==> src/rtl/audtx_pkg.sv <==
package audtx_pkg;
  localparam int SLOT_BITS = 32;
  localparam int POS_W = $clog2(SLOT_BITS);
  localparam int FRAME_W = POS_W + 1;

  typedef enum logic [1:0] {
    FMT_LSB  = 2'd0,
    FMT_RSVD = 2'd1,
    FMT_MSB  = 2'd2,
    FMT_I2S  = 2'd3
  } fmt_e;

  // strobes from control to datapath, one set per core cycle
  typedef struct packed {
    logic             advance;
    logic             frameStart;
    logic             chan;
    logic [POS_W-1:0] pos;
    fmt_e             fmt;
  } strobe_t;
endpackage

==> src/rtl/audtx_ctrl.sv <==
module audtx_ctrl
  import audtx_pkg::*;
#(
  parameter int SYNC_STAGES = 2
) (
  input  logic       clk,
  input  logic       powerDown,
  input  logic [2:0] modeSel,
  input  logic [1:0] fmtSel,
  input  logic       slvBitClk,
  input  logic       slvWordClk,
  output strobe_t    strb,
  output logic       bitClk,
  output logic       wordClk
);
  localparam int DIV_W = 3;

  logic [2:0]             modeReg;
  fmt_e                   fmtReg;
  logic [DIV_W-1:0]       divCnt;
  logic [DIV_W-1:0]       halfDiv;
  logic                   bclkR, wclkR;
  logic [SYNC_STAGES-1:0] bSync, wSync;
  logic                   bLast, wLast, started;
  logic [FRAME_W-1:0]     cnt, nextCnt;
  logic                   isMaster, isSlave, isI2s;
  logic                   bNow, wNow, masterFall, slaveFall, wEdge, wChan, advance;

  // ratio table: half period of the bit clock in core cycles
  always_comb begin
    unique case (modeReg)
      3'd0:    halfDiv = 3'd2;
      3'd1:    halfDiv = 3'd3;
      3'd2:    halfDiv = 3'd4;
      3'd3:    halfDiv = 3'd6;
      default: halfDiv = 3'd1;
    endcase
  end

  assign isMaster = (modeReg <= 3'd3) || (modeReg == 3'd5);
  assign isSlave  = (modeReg == 3'd4);
  assign isI2s    = (fmtReg == FMT_I2S);

  assign bNow       = bSync[SYNC_STAGES-1];
  assign wNow       = wSync[SYNC_STAGES-1];
  assign masterFall = isMaster && bclkR && (divCnt == halfDiv - 3'd1);
  assign slaveFall  = isSlave && bLast && !bNow;
  assign wEdge      = (wNow != wLast);
  assign wChan      = isI2s ? wNow : ~wNow;
  assign advance    = masterFall || (slaveFall && (started || wEdge));

  always_comb begin
    nextCnt = cnt + 1'b1;
    if (isSlave && wEdge) nextCnt = {wChan, {POS_W{1'b0}}};
  end

  always_ff @(posedge clk) begin
    if (powerDown) begin
      modeReg <= modeSel;
      fmtReg  <= fmt_e'(fmtSel);
      divCnt  <= '0;
      bclkR   <= 1'b0;
      wclkR   <= 1'b0;
      cnt     <= '1;
      started <= 1'b0;
      bLast   <= 1'b0;
      wLast   <= 1'b0;
      bSync   <= '0;
      wSync   <= '0;
    end else begin
      bSync <= {bSync[SYNC_STAGES-2:0], slvBitClk};
      wSync <= {wSync[SYNC_STAGES-2:0], slvWordClk};
      bLast <= bNow;
      if (isMaster) begin
        if (divCnt == halfDiv - 3'd1) begin
          divCnt <= '0;
          bclkR  <= ~bclkR;
        end else begin
          divCnt <= divCnt + 1'b1;
        end
      end
      if (slaveFall) begin
        wLast <= wNow;
        if (wEdge) started <= 1'b1;
      end
      if (advance) begin
        cnt <= nextCnt;
        if (isMaster) wclkR <= isI2s ? nextCnt[FRAME_W-1] : ~nextCnt[FRAME_W-1];
      end
    end
  end

  assign strb.advance    = advance;
  assign strb.frameStart = advance && (nextCnt == '0);
  assign strb.chan       = nextCnt[FRAME_W-1];
  assign strb.pos        = nextCnt[POS_W-1:0];
  assign strb.fmt        = fmtReg;
  assign bitClk          = bclkR;
  assign wordClk         = wclkR;
endmodule

==> src/rtl/audtx_datapath.sv <==
module audtx_datapath
  import audtx_pkg::*;
#(
  parameter int SAMPLE_W = 24
) (
  input  logic                clk,
  input  logic                powerDown,
  input  logic                loadStrobe,
  input  logic [SAMPLE_W-1:0] leftIn,
  input  logic [SAMPLE_W-1:0] rightIn,
  input  strobe_t             strb,
  output logic                serData
);
  localparam int IDX_W = $clog2(SAMPLE_W);
  localparam int PAD   = SLOT_BITS - SAMPLE_W;

  logic [SAMPLE_W-1:0] pendL, pendR, actL, actR, src;
  logic                bitNow;
  int                  p;

  // pending pair accepts writes at any time, also during power-down
  always_ff @(posedge clk) begin
    if (loadStrobe) begin
      pendL <= leftIn;
      pendR <= rightIn;
    end
  end

  always_comb begin
    if (strb.frameStart) src = strb.chan ? pendR : pendL;
    else                 src = strb.chan ? actR : actL;
    p      = int'(strb.pos);
    bitNow = 1'b0;
    unique case (strb.fmt)
      FMT_MSB: if (p < SAMPLE_W)             bitNow = src[IDX_W'(SAMPLE_W - 1 - p)];
      FMT_LSB: if (p >= PAD)                 bitNow = src[IDX_W'(SLOT_BITS - 1 - p)];
      FMT_I2S: if (p >= 1 && p <= SAMPLE_W)  bitNow = src[IDX_W'(SAMPLE_W - p)];
      default:                               bitNow = 1'b0;
    endcase
  end

  always_ff @(posedge clk) begin
    if (powerDown) begin
      serData <= 1'b0;
    end else if (strb.advance) begin
      if (strb.frameStart) begin
        actL <= pendL;
        actR <= pendR;
      end
      serData <= bitNow;
    end
  end
endmodule

==> src/rtl/audioSerialTx.sv <==
module audioSerialTx
  import audtx_pkg::*;
#(
  parameter int SAMPLE_W    = 24,
  parameter int SYNC_STAGES = 2
) (
  input  logic                clk,
  input  logic                powerDown,
  input  logic [2:0]          modeSel,
  input  logic [1:0]          fmtSel,
  input  logic                loadStrobe,
  input  logic [SAMPLE_W-1:0] leftIn,
  input  logic [SAMPLE_W-1:0] rightIn,
  input  logic                slvBitClk,
  input  logic                slvWordClk,
  output logic                bitClk,
  output logic                wordClk,
  output logic                serData
);
  strobe_t strb;

  audtx_ctrl #(.SYNC_STAGES(SYNC_STAGES)) uCtrl (
    .clk(clk), .powerDown(powerDown), .modeSel(modeSel), .fmtSel(fmtSel),
    .slvBitClk(slvBitClk), .slvWordClk(slvWordClk),
    .strb(strb), .bitClk(bitClk), .wordClk(wordClk)
  );

  audtx_datapath #(.SAMPLE_W(SAMPLE_W)) uData (
    .clk(clk), .powerDown(powerDown), .loadStrobe(loadStrobe),
    .leftIn(leftIn), .rightIn(rightIn), .strb(strb), .serData(serData)
  );
endmodule

==> config.mk <==
export PLATFORM = sky130hd
export DESIGN_NAME = audioSerialTx
export DESIGN_NICKNAME = d
export VERILOG_FILES = /design/src/rtl/audtx_pkg.sv /design/src/rtl/audtx_ctrl.sv /design/src/rtl/audtx_datapath.sv /design/src/rtl/audioSerialTx.sv
export SDC_FILE = /design/constraint.sdc
export NUM_CORES = 1
export LEC_CHECK = 0
export BUFFER_PORTS_ARGS = -buffer_cell sky130_fd_sc_hd__buf_2
export CAP_MARGIN = 20
export CORE_ASPECT_RATIO = 1.25
export CORE_MARGIN = 2
export CORE_UTILIZATION = 63
export CTS_BUF_LIST = sky130_fd_sc_hd__clkbuf_4 sky130_fd_sc_hd__clkbuf_8 sky130_fd_sc_hd__clkbuf_16
export CTS_CLUSTER_SIZE = 25
export DETAILED_ROUTE_END_ITERATION = 10
export PLACE_DENSITY = 0.95
export SLEW_MARGIN = 10
export SYNTH_ARGS = -nofsm -noshare
export SYNTH_HDL_FRONTEND = slang
export SYNTH_SLANG_ARGS = --single-unit
==> constraint.sdc <==
create_clock -name clk -period 9.53 [get_ports clk]
set_input_delay 1.4295 -clock clk [delete_from_list [all_inputs] [get_ports clk]]
set_output_delay 1.4295 -clock clk [all_outputs]
set_load 0.05 [all_outputs]
* Word-level counts from Yosys, hierarchy flattened
Cells that the tools add are included.
** Storage, ports and cells
- Register bits :: 120
- Logic and storage cells :: 83
** Cells by class
- Add/sub/neg operators :: 6
- Order comparisons :: 8
- Equal/unequal tests :: 9
- Mux-type cells :: 21
- Bitwise logic cells :: 4
- Reduce and logical (&&, ||, !) cells :: 19
** Operator list (count)
- $mux 24 :: 3
- $lt 5x7->1 const B :: 3
- $bmux 1 s5 :: 3
- $sub 5x5->5 const A :: 3
- $pmux 3 s4 :: 1
- $mux 1 :: 11
- $logic_and 1x1->1 :: 8
- $add 6x1->6 const B :: 1
- $eq 3x2->1 const B :: 2
- $eq 3x3->1 const B :: 2
- $logic_not 6->1 :: 1
- $mux 6 :: 1
- $reduce_and 2->1 :: 3
- $ge 5x1->1 const B :: 1
- $ge 5x4->1 const B :: 1
- $le 5x5->1 const B :: 1
- $lt 5x5->1 const B :: 1
- $eq 2x2->1 const B :: 2
- $not 1->1 :: 4
- $add 3x1->3 const B :: 1
- $eq 3x1->1 const B :: 1
- $eq 3x3->1 :: 1
- $le 3x2->1 const B :: 1
- $logic_not 3->1 :: 1
- other kinds (8) :: 10

* Logic depth before layout (Yosys ltp)
Gate-level depths: netlist (run 1).
- Depth after elaboration :: 13
- Gate-level depth with buffers :: 17
- Mapped depth without buffers :: 13

* Hierarchy
A second synthesis (run 1) with hierarchy kept.
** Second synthesis, totals
- Cell total of the unflattened synthesis :: 437
- Area, all modules :: 5992.0 µm²
** Modules (own cells, without submodules)
- audtx_datapath :: times used 1, cells an instance 316, area an instance 4829.6 µm², sequential area each 2902.8 µm²
- audtx_ctrl :: times used 1, cells an instance 121, area an instance 1162.4 µm², sequential area each 510.5 µm²

* Worst setup path after synthesis (run 1)
OpenSTA, ideal clock, no wires.
- Kind :: register to register
- Start point :: register uCtrl.modeReg[0]
- End point :: register uData.actL[0] (enable)
- Library setup time :: 0.513 ns
- Arrival :: 5.820 ns
- Slack :: 3.197 ns
- Cell stages (with the launch flop) :: 12
- Period minus slack after synthesis :: 6.333 ns
- Cell sequence :: edfxtp_1 -> nor3b_2 -> nand2_1 -> nand2b_1 -> clkbuf_1 -> clkbuf_1 -> ha_1 -> clkbuf_1 -> o31a_1 -> buf_4 -> nand2_1 -> nor3_1
** Between the ends
- Cells in the longest elaborated chain, start to end :: 8
** Ends and longest elaborated chain
- start, declared :: line audtx_ctrl.sv:18 : logic [2:0] modeReg;
- start signal, assigned :: line audtx_ctrl.sv:59 : modeReg <= modeSel;
- $eq 3x2->1, or another cell as far along :: line audtx_ctrl.sv:31 : unique case (modeReg)
- $pmux 3 s4 :: line audtx_ctrl.sv:31
- $sub 3x1->3 :: line audtx_ctrl.sv:46 : assign masterFall = isMaster && bclkR && (divCnt == halfDiv - 3'd1);
- $eq 3x3->1 :: line audtx_ctrl.sv:46
- $logic_and 1x1->1 :: line audtx_ctrl.sv:46
- $logic_or 1x1->1 :: line audtx_ctrl.sv:50 : assign advance = masterFall || (slaveFall && (started || wEdge));
- $logic_and 1x1->1 :: line audtx_ctrl.sv:94 : assign strb.frameStart = advance && (nextCnt == '0);
- $reduce_and 3->1 (no line) (*)
- end signal, assigned :: line audtx_datapath.sv:47 : actL <= pendL;
- end, declared :: line audtx_datapath.sv:17 : logic [SAMPLE_W-1:0] pendL, pendR, actL, actR, src;
Mark *: on every way between the ends. The rest lies on a longest branch, timed or not.
A chain may end at the register's enable or synchronous reset.

* Worst setup path in the final report (run 1)
- Start point :: register uCtrl.modeReg[0]
- End point :: register uData.serData
** Between the ends
- Cells in the longest elaborated chain, start to end :: 13
** Ends and longest elaborated chain
- $eq 3x2->1, or another cell as far along :: line audtx_ctrl.sv:31
- $pmux 3 s4 :: line audtx_ctrl.sv:31
- $sub 3x1->3 :: line audtx_ctrl.sv:46
- $eq 3x3->1 :: line audtx_ctrl.sv:46
- $logic_and 1x1->1 :: line audtx_ctrl.sv:46
- $logic_or 1x1->1 :: line audtx_ctrl.sv:50
- $logic_and 1x1->1 :: line audtx_ctrl.sv:94
- $mux 24 :: line audtx_datapath.sv:30 : if (strb.frameStart) src = strb.chan ? pendR : pendL;
- $bmux 1 s5 (on tied branches) :: line audtx_datapath.sv:37, audtx_datapath.sv:35, audtx_datapath.sv:36
- $mux 1 (on tied branches) (3 in series) :: line audtx_datapath.sv:37, audtx_datapath.sv:35, audtx_datapath.sv:36
- $pmux 1 s3 :: line audtx_datapath.sv:34 : unique case (strb.fmt)
- end signal, assigned :: line audtx_datapath.sv:50 : serData <= bitNow;
- end, declared :: line audtx_datapath.sv:12 : output logic serData
Several ways; a longest one is shown, not always the timed one. The select of a mux whose other input is x is not followed.

==> results of run 1 <==
==> power by group <==
| part | internal [mW] | switching [mW] |
|---|---|---|
| logic | 0.0701 | 0.131 |
| clock network | 0.353 | 0.233 |
| registers | 0.598 | 0.0171 |
==> state kept, by name (all words and copies together), names as in the netlist <==
register	count
uData.pendL	24
uCtrl.bitClk	1
uCtrl.cnt	6
uData.actR	24
uCtrl.bSync	2
uData.actL	24
uData.serData	1
uCtrl.modeReg	3
uCtrl.started	1
uData.pendR	24
uCtrl.wLast	1
uCtrl.bLast	1
uCtrl.wordClk	1
uCtrl.wSync	2
uCtrl.divCnt	3
uCtrl.fmtReg	2
==> kinds of logic (layout without fill, tap and decap cells) <==
kind of cell / after synthesis / count (layout) / share of synthesized area, %
simple gates: 144 / 144 / 12.5
compound gates: 126 / 126 / 15.9
flops: 120 / 120 / 60.8
buf+inv: 33 / 103 / 2.72
xor+xnor: 17 / 17 / 2.92
mux: 17 / 17 / 3.23
fa+ha+maj: 9 / 9 / 2.00
==> Yosys cell counts (6+ instances only) <==
| library cell | count |
|---|---|
| a211o_1 | 10 |
| ha_1 | 9 |
| xnor2_1 | 9 |
| nor2b_1 | 8 |
| inv_1 | 7 |
| mux2i_1 | 11 |
| nor2_1 | 41 |
| a31oi_1 | 15 |
| xor2_1 | 6 |
| clkbuf_1 | 15 |
| dfxtp_1 | 19 |
| nand3_1 | 21 |
| edfxtp_1 | 101 |
| nor3_1 | 6 |
| a21oi_1 | 23 |
| nand2_1 | 35 |
| o21ai_1 | 10 |
| o21ai_0 | 19 |
==> through the flow <==
| step | total power, mW | worst slack [ns] | instances | cell area (sq um) |
|---|---|---|---|---|
| after floorplan | 0.758 | 3.20 | 466 | 5620 |
| after global placement | 0.811 | 5.03 | 622 | 5960 |
| after detailed placement | 0.818 | 4.86 | 622 | 5960 |
| after CTS | 1.40 | 4.80 | 654 | 6510 |
| after global routing | 1.45 | 4.53 | 656 | 6550 |
| final | 1.40 | 4.72 | 656 | 6550 |
==> placed cells by master, fill, tap and decap left out, types with 6 or more instances in the layout <==
master / n
ha_1: 9
mux2i_1: 11
a21oi_1: 23
xor2_1: 6
nand2_1: 35
nor2b_1: 8
nand3_1: 21
edfxtp_1: 101
a31oi_1: 14
inv_1: 7
o21ai_1: 10
xnor2_1: 9
o21ai_0: 19
buf_2: 60
nor2_1: 41
dfxtp_1: 19
a211o_1: 10
clkbuf_16: 16
==> final cells by class <==
cell class | count | area [sq um] | area share, %
sequential | 120 | 3410 | 52.1
clock buffer | 19 | 429 | 6.55
clock inverter | 13 | 120 | 1.83
multi-input combinational | 313 | 2060 | 31.5
timing repair buffer | 63 | 343 | 5.24
tap | 120 | 150 | 2.29
inverter | 8 | 30.0 | 0.459
==> path summary, 6_finish.rpt <==
path / endpoint / slack, ns / start
setup reg to reg: uData.serData / 4.72 / uCtrl.modeReg[0]
hold / removal: uData.actR[2] / 0.41 / uData.pendR[2]
hold reg to reg: uData.actR[2] / 0.41 / uData.pendR[2]
setup / recovery: uData.serData / 4.72 / uCtrl.modeReg[0]
==> metal layers <==
metal	GRT usage, %	wire, um
met1	38.1	5180
met2	47.4	6880
met3	7.13	1230
met4	18.6	576
met5	0	0
==> flow_metrics.py, run 1 <==
metrics = {
    "logic_synthesis": {
        "ys.flop_type": "edfxtp_1",
        "synthDistinctLibCells": 70,
        "synth_edf_count": 101,
        "netlist_instances": 466,
        "yosysTopAreaCell": "edfxtp_1",
        "ys_seq_area_share_pct": 60.8,
        "avgSynthCellArea_sq_um": 12.1,
        "syn-num-nets": 533,
        "yosys.area.top_type_share_pct": 54.0,
        "synth.area.top_cells": "edfxtp_1, dfxtp_1, nor2_1",
        "synth.cell_area_sq_um": 5620,
        "ys_warn_count": 0,
        "synthArstFlopShare_pct": 0,
        "ys_seq_elements": 120,
    },
    "setup_path": {
        "critPathTopFamily": "simple AND/OR/NAND/NOR gates",
        "path_cells": "nor3b_2 -> nand2_1 -> nand2b_1 -> ha_1 -> o31ai_4 -> nor2_2 -> mux2_2 -> a2111oi_1 -> nor2_1 -> nor3_2 -> o31ai_1 -> a211o_1",
        "max_stage_delay_ns": 0.67,
        "start_kind": "flop",
        "worstPathArrival_ns": 5.21,
        "rr_worst_depth": 12,
        "crit_cells": 12,
        "worstPathRequired_ns": 9.93,
        "end_kind": "flop",
        "crit_type": "reg2reg",
        "critPathSlowestCell": "nand2b_1",
        "cp_max_fo": 20,
        "critPathBufInv": 0,
    },
    "outcome": {
        "status": "finished clean",
    },
    "grt": {
        "grt-ovfl-total": 0,
        "grt_max_degree": 49,
        "grt_pass1_vias": 4132,
        "grt_pass1_wl_um": 21300,
        "grt.total_usage_pct": 30.3,
        "antenna_found_initial": 0,
    },
    "pwr": {
        "leakagePower_nw": 2.40,
        "power.density_nw_per_um2": 214,
        "ir_drop_v": 0.000175,
    },
    "timing": {
        "finalSetupTns_ns": 0,
        "hold_violations": 0,
        "fmax_mhz": 208,
        "relSlewSlack_pct": 25.1,
        "drv_slew": 0,
        "final-setup-viol-count": 0,
        "fin_skew_ns": 0.0131,
        "finalCriticalPeriod_ns": 4.81,
        "tightest_slew_ns": 1.12,
        "whs_ns": 0.412,
        "period_share_pct": 50.4,
        "rsz0062_at_grt": "no",
    },
    "clocking": {
        "path_clk_slew_ns": 0.06,
        "cts_resized": 0,
        "cts_tree": "done",
        "cts-root-buf": "clkbuf_8",
        "cts_buffer_depth": 2,
        "ctsHtreeMaxLevel": 4,
        "ctsHoldBuffers": 0,
        "cts_setup_buffers": 0,
        "cts_sinks": 120,
        "clk_latency_ns": 0.52,
        "cts_buffers": 17,
    },
    "flow_run": {
        "max-cap-violations": 0,
    },
    "layout": {
        "final_layout_size_suffix_gt1_share_pct": 21.8,
        "area_growth_pct": 16.6,
        "antenna_cells": 0,
        "fin_nets": 590,
        "final_util_pct": 75.7,
        "fillers": 556,
    },
    "floorplanning": {
        "io_pins": 61,
        "die-area_sq_um": 9690,
        "core_area_sq_um": 8650,
        "die_h_um": 110,
        "die_x_um": 88.5,
        "start_util_pct": 64.9,
        "rows": 38,
    },
    "min_path": {
        "min_path_type": "reg2reg",
        "holdPathStages": 0,
    },
    "detailed_routing": {
        "firstDrtPassIters": 6,
        "drtIter0Drc": 397,
        "num_vias": 4286,
        "drc": 0,
        "wire_per_inst_um": 21.1,
        "via_per_inst": 6.53,
        "antenna_left": 0,
        "routed_wl_um": 13900,
    },
    "placement": {
        "io_buffers": 60,
        "gp_congestion": 0.965,
        "hpwlAfterDp_um": 9080,
    },
}
Note: power is estimated with default switching activity, not from simulation.
==> inputs of run 2 (changes only) <==
--- a/config.mk
+++ b/config.mk
@@ -9,11 +9,11 @@
 export CAP_MARGIN = 20
 export CORE_ASPECT_RATIO = 1.25
 export CORE_MARGIN = 2
-export CORE_UTILIZATION = 63
+export CORE_UTILIZATION = 53
 export CTS_BUF_LIST = sky130_fd_sc_hd__clkbuf_4 sky130_fd_sc_hd__clkbuf_8 sky130_fd_sc_hd__clkbuf_16
 export CTS_CLUSTER_SIZE = 25
 export DETAILED_ROUTE_END_ITERATION = 10
-export PLACE_DENSITY = 0.95
+export PLACE_DENSITY = 0.87
 export SLEW_MARGIN = 10
 export SYNTH_ARGS = -nofsm -noshare
 export SYNTH_HDL_FRONTEND = slang
==> constraint.sdc (replaced) <==
create_clock -name clk -period 4.1 [get_ports clk]
set_input_delay 0.615 -clock clk [delete_from_list [all_inputs] [get_ports clk]]
set_output_delay 0.615 -clock clk [all_outputs]
set_load 0.05 [all_outputs]
==> flow_metrics.py, run 2 (synthesis results as in run 1) <==
metrics = {
    "layout": {
        "multi_input_comb_area_sq_um": 2080,
        "final_util_pct": 64.0,
        "most-common-layout-cells": "edfxtp_1, buf_2, nor2_1",
        "fin_nets": 603,
        "area_growth_pct": 19.1,
        "regArea_sq_um": 3410,
        "fillers": 781,
        "final_layout_size_suffix_gt1_share_pct": 22.8,
        "layout_commonest_cell": "edfxtp_1",
        "layoutNonFillerInstCount": 681,
        "antenna_cells": 0,
    },
    "setup_path": {
        "worstPathRequired_ns": 4.41,
        "crit_type": "reg2reg",
        "cp_max_fo": 8,
        "worstPathArrival_ns": 4.17,
        "end_kind": "flop",
        "start_kind": "flop",
    },
    "timing": {
        "fmax_mhz": 259,
        "hold_violations": 0,
        "fin_skew_ns": 0.0100,
        "tightest_slew_ns": 1.02,
        "drv_slew": 0,
        "finalCriticalPeriod_ns": 3.87,
        "finalSetupTns_ns": 0,
        "relSlewSlack_pct": 31.8,
        "period_share_pct": 94.3,
        "rsz0062_at_grt": "no",
        "final-setup-viol-count": 0,
    },
    "floorplanning": {
        "rows": 42,
        "die_h_um": 119,
        "die_x_um": 96.1,
        "io_pins": 61,
        "start_util_pct": 53.7,
        "core_area_sq_um": 10500,
        "die-area_sq_um": 11400,
    },
    "detailed_routing": {
        "drtIter0Drc": 365,
        "maxUsedRoutingLayer": "met4",
        "wl_met1_um": 5450,
        "firstDrtPassIters": 5,
        "drc": 0,
        "wire_per_inst_um": 20.3,
        "routed_wl_um": 13800,
        "num_vias": 4206,
        "via_per_inst": 6.18,
        "route.met2.wl_um": 6890,
        "wl_met3_um": 790,
        "antenna_left": 0,
    },
    "grt": {
        "grt_pass1_wl_um": 21700,
        "grt_pass1_vias": 4231,
        "grt.total_usage_pct": 26.0,
        "grt-ovfl-total": 0,
        "antenna_found_initial": 0,
        "grt_max_degree": 49,
    },
    "clocking": {
        "cts-root-buf": "clkbuf_16",
        "cts_sinks": 120,
        "cts_buffers": 17,
        "clk_latency_ns": 0.42,
        "path_clk_slew_ns": 0.06,
        "cts_buffer_depth": 2,
        "cts_tree": "done",
        "ctsHtreeMaxLevel": 4,
    },
    "outcome": {
        "status": "finished clean",
    },
    "flow_run": {
        "max-cap-violations": 0,
    },
    "placement": {
        "io_buffers": 60,
        "gp_congestion": 1.06,
        "dpl.cell_count": 649,
        "hpwlAfterDp_um": 9640,
    },
    "pwr": {
        "ir_drop_v": 0.000407,
        "leakagePower_nw": 2.47,
        "power.density_nw_per_um2": 506,
    },
    "min_path": {
        "min_path_type": "in2reg",
    },
}
==> run 2: layout make-up <==
cell class	instances	share of cell area [%]
Clock buffer	17	6.36
Clock inverter	15	2.38
Timing Repair Buffer	76	6.29
Sequential cell	120	51.0
Multi-Input combinational cell	313	31.0
Tap cell	132	2.47
Inverter	8	0.449
==> run 2: path summary, 6_finish.rpt <==
path	from	end	slack, ns	cells past startpoint
setup / recovery	uCtrl.modeReg[1]	uData.serData	0.23	14
hold / removal	leftIn[4]	uData.pendL[4]	0.37	1
setup reg to reg	uCtrl.modeReg[1]	uData.serData	0.23	14
hold reg to reg	uData.pendR[4]	uData.actR[4]	0.41	0
==> run 2: where the power goes <==
part / leakage (nW) / internal [mW] / switching (mW)
clock: 0.277 / 0.942 / 0.526
sequential: 1.11 / 1.39 / 0.0365
combinational: 1.09 / 0.182 / 0.307
==> run 2: metal layers <==
metal,GRT usage [%],vias up
met5,0,-
met4,14.9,0
met3,5.57,46
met2,41.9,205
met1,31.7,2025
li1,-,1930
==> run 2: what timing repair did <==
action | 4_1_cts | 5_1_grt
resized for setup | 0 | 2
hold buffers | 0 | 0
buffers inserted | 0 | 0
setup endpoints to repair | 0 | 1
==> run 2: critical path, cell delays in order, from the launching register on <==
cell and delay [ns]:
edfxtp_1 0.44, nand2b_4 0.19, nor2b_1 0.13, ha_1 0.30
xor2_1 0.18, nand2_1 0.14, o32a_1 0.34, nor2_2 0.39
buf_4 0.28, mux2i_1 0.37, a21oi_1 0.12, o311a_1 0.37
a21oi_1 0.18, o31ai_1 0.10, a211o_1 0.22
==> run 2: through the flow <==
stage	hold WS, ns	instance area (sq um)	power [mW]	setup slack, ns
after floorplan	0.400	5630	1.76	0.0170
after global placement	0.402	6090	1.92	0.331
after detailed placement	0.405	6090	1.93	0.254
after CTS	0.362	6680	3.39	0.236
after global routing	0.359	6690	3.50	0.0277
final	0.375	6690	3.39	0.233
==> inputs of run 3 (changes only) <==
--- a/config.mk
+++ b/config.mk
@@ -13,7 +13,7 @@
 export CTS_BUF_LIST = sky130_fd_sc_hd__clkbuf_4 sky130_fd_sc_hd__clkbuf_8 sky130_fd_sc_hd__clkbuf_16
 export CTS_CLUSTER_SIZE = 25
 export DETAILED_ROUTE_END_ITERATION = 10
-export PLACE_DENSITY = 0.87
+export PLACE_DENSITY = 0.72
 export SLEW_MARGIN = 10
 export SYNTH_ARGS = -nofsm -noshare
 export SYNTH_HDL_FRONTEND = slang
==> flow_metrics.py, run 3 (synthesis results as in run 1) <==
metrics = {
    "grt": {
        "grt_max_degree": 49,
        "grt_pass1_vias": 3976,
        "grt-ovfl-total": 0,
        "antenna_found_initial": 0,
        "grt_pass1_wl_um": 21500,
        "grt.total_usage_pct": 25.8,
    },
    "clocking": {
        "cts_buffers": 17,
        "cts_setup_buffers": 0,
        "ctsHoldBuffers": 0,
        "ctsHtreeMaxLevel": 4,
        "cts-root-buf": "clkbuf_16",
        "cts_buffer_depth": 2,
        "cts_tree": "done",
        "cts_sinks": 120,
        "path_clk_slew_ns": 0.06,
        "clk_latency_ns": 0.42,
    },
    "flow_run": {
        "max-cap-violations": 0,
    },
    "placement": {
        "place_area_sq_um": 6090,
        "dp_slack_ns": 0.241,
        "dpl.cell_count": 646,
        "io_buffers": 60,
        "gp_congestion": 0.941,
        "hpwlAfterDp_um": 9590,
    },
    "layout": {
        "fin_nets": 600,
        "layoutNonFillerInstCount": 678,
        "layout_commonest_cell": "edfxtp_1",
        "area_growth_pct": 19.6,
        "most-common-layout-cells": "edfxtp_1, buf_2, nor2_1",
        "final_util_pct": 64.3,
        "antenna_cells": 0,
        "final_layout_size_suffix_gt1_share_pct": 23.1,
        "final_area_sq_um": 6720,
    },
    "detailed_routing": {
        "drc": 0,
        "wl_met3_um": 639,
        "antenna_left": 0,
        "firstDrtPassIters": 5,
        "num_vias": 4083,
        "via_per_inst": 6.02,
        "drtIter0Drc": 255,
        "wire_per_inst_um": 20.3,
        "route.met2.wl_um": 7110,
        "wl_met1_um": 5720,
        "maxUsedRoutingLayer": "met4",
        "routed_wl_um": 13800,
    },
    "timing": {
        "tightest_slew_ns": 1.02,
        "rsz0062_at_grt": "no",
        "setup_ws_ns": 0.397,
        "finalSetupTns_ns": 0,
        "fmax_mhz": 270,
        "fin_skew_ns": 0.00751,
        "hold_violations": 0,
        "drv_slew": 0,
        "period_share_pct": 90.3,
        "finalCriticalPeriod_ns": 3.70,
        "whs_ns": 0.369,
        "relSlewSlack_pct": 31.8,
        "final-setup-viol-count": 0,
    },
    "setup_path": {
        "max_stage_delay_ns": 0.48,
        "crit_type": "reg2reg",
        "critPathBufInv": 1,
        "critPathSlowestCell": "o31a_1",
        "critPathTopFamily": "compound AO/OA/AOI/OAI gates",
        "start_kind": "flop",
        "worstPathRequired_ns": 4.46,
        "worstPathArrival_ns": 4.06,
        "end_kind": "flop",
        "path_cells": "nor3b_2 -> nand2_1 -> nand2_1 -> ha_2 -> o31a_1 -> buf_12 -> nand3_1 -> and2_0 -> a221o_1 -> o22ai_1 -> o221ai_1 -> a21oi_1 -> a211o_1",
        "cp_max_fo": 14,
        "crit_top_cell": "nand2_1",
    },
    "outcome": {
        "status": "finished clean",
    },
    "floorplanning": {
        "start_util_pct": 53.7,
        "io_pins": 61,
        "rows": 42,
        "core_area_sq_um": 10500,
        "die_x_um": 96.1,
        "die_h_um": 119,
        "die-area_sq_um": 11400,
    },
    "pwr": {
        "power.density_nw_per_um2": 513,
        "leakagePower_nw": 2.49,
        "ir_drop_v": 0.000345,
        "p_total_mw": 3.45,
    },
    "min_path": {
        "min_path_type": "in2reg",
    },
}
-- run 3: metal layers --
layer  vias to the layer above  GRT usage, %
met5                         -             0
met4                         0          10.5
met3                        22          5.12
met2                       116          42.1
met1                      2018          33.4
li1                       1927             -
-- run 3: power breakdown --
group,leakage (nW),internal [mW],total (mW),switching [mW]
registers,1.11,1.39,1.43,0.0355
logic,1.08,0.187,0.499,0.312
clock network,0.300,0.966,1.52,0.554
total,2.49,2.54,3.45,0.902
-- run 3: worst paths after layout --
kind               startpoint              end  slack, ns  depth (start not counted)
max          uCtrl.modeReg[0]    uData.serData       0.40                         13
min                leftIn[12]  uData.pendL[12]       0.37                          1
max reg2reg  uCtrl.modeReg[0]    uData.serData       0.40                         13
min reg2reg    uData.pendR[4]    uData.actR[4]       0.42                          0
-- run 3: area by class of cell --
class | instances | area, sq um
Timing Repair Buffer | 73 | 423
Inverter | 8 | 30.0
Clock inverter | 14 | 174
Tap cell | 132 | 165
Sequential cell | 120 | 3410
Clock buffer | 18 | 433
Fill cell | 827 | 3740
Multi-Input combinational cell | 313 | 2080
-- run 3: worst reg2reg max path: cells and delay by family, from the launching register on --
| family | cells | cell delay, ns |
|---|---|---|
| DFF | 1 | 0.46 |
| and+or+nand+nor | 5 | 1.03 |
| AOI/OAI and AO/OA | 6 | 1.62 |
| adders and majority gates | 1 | 0.32 |
| buffers and inverters | 1 | 0.21 |
-- run 3: timing repair --
action / in CTS / in global routing
endpoints found under the setup margin: 0 / 1
endpoints found under the hold margin: 0 / 0
resized for setup: 0 / 3
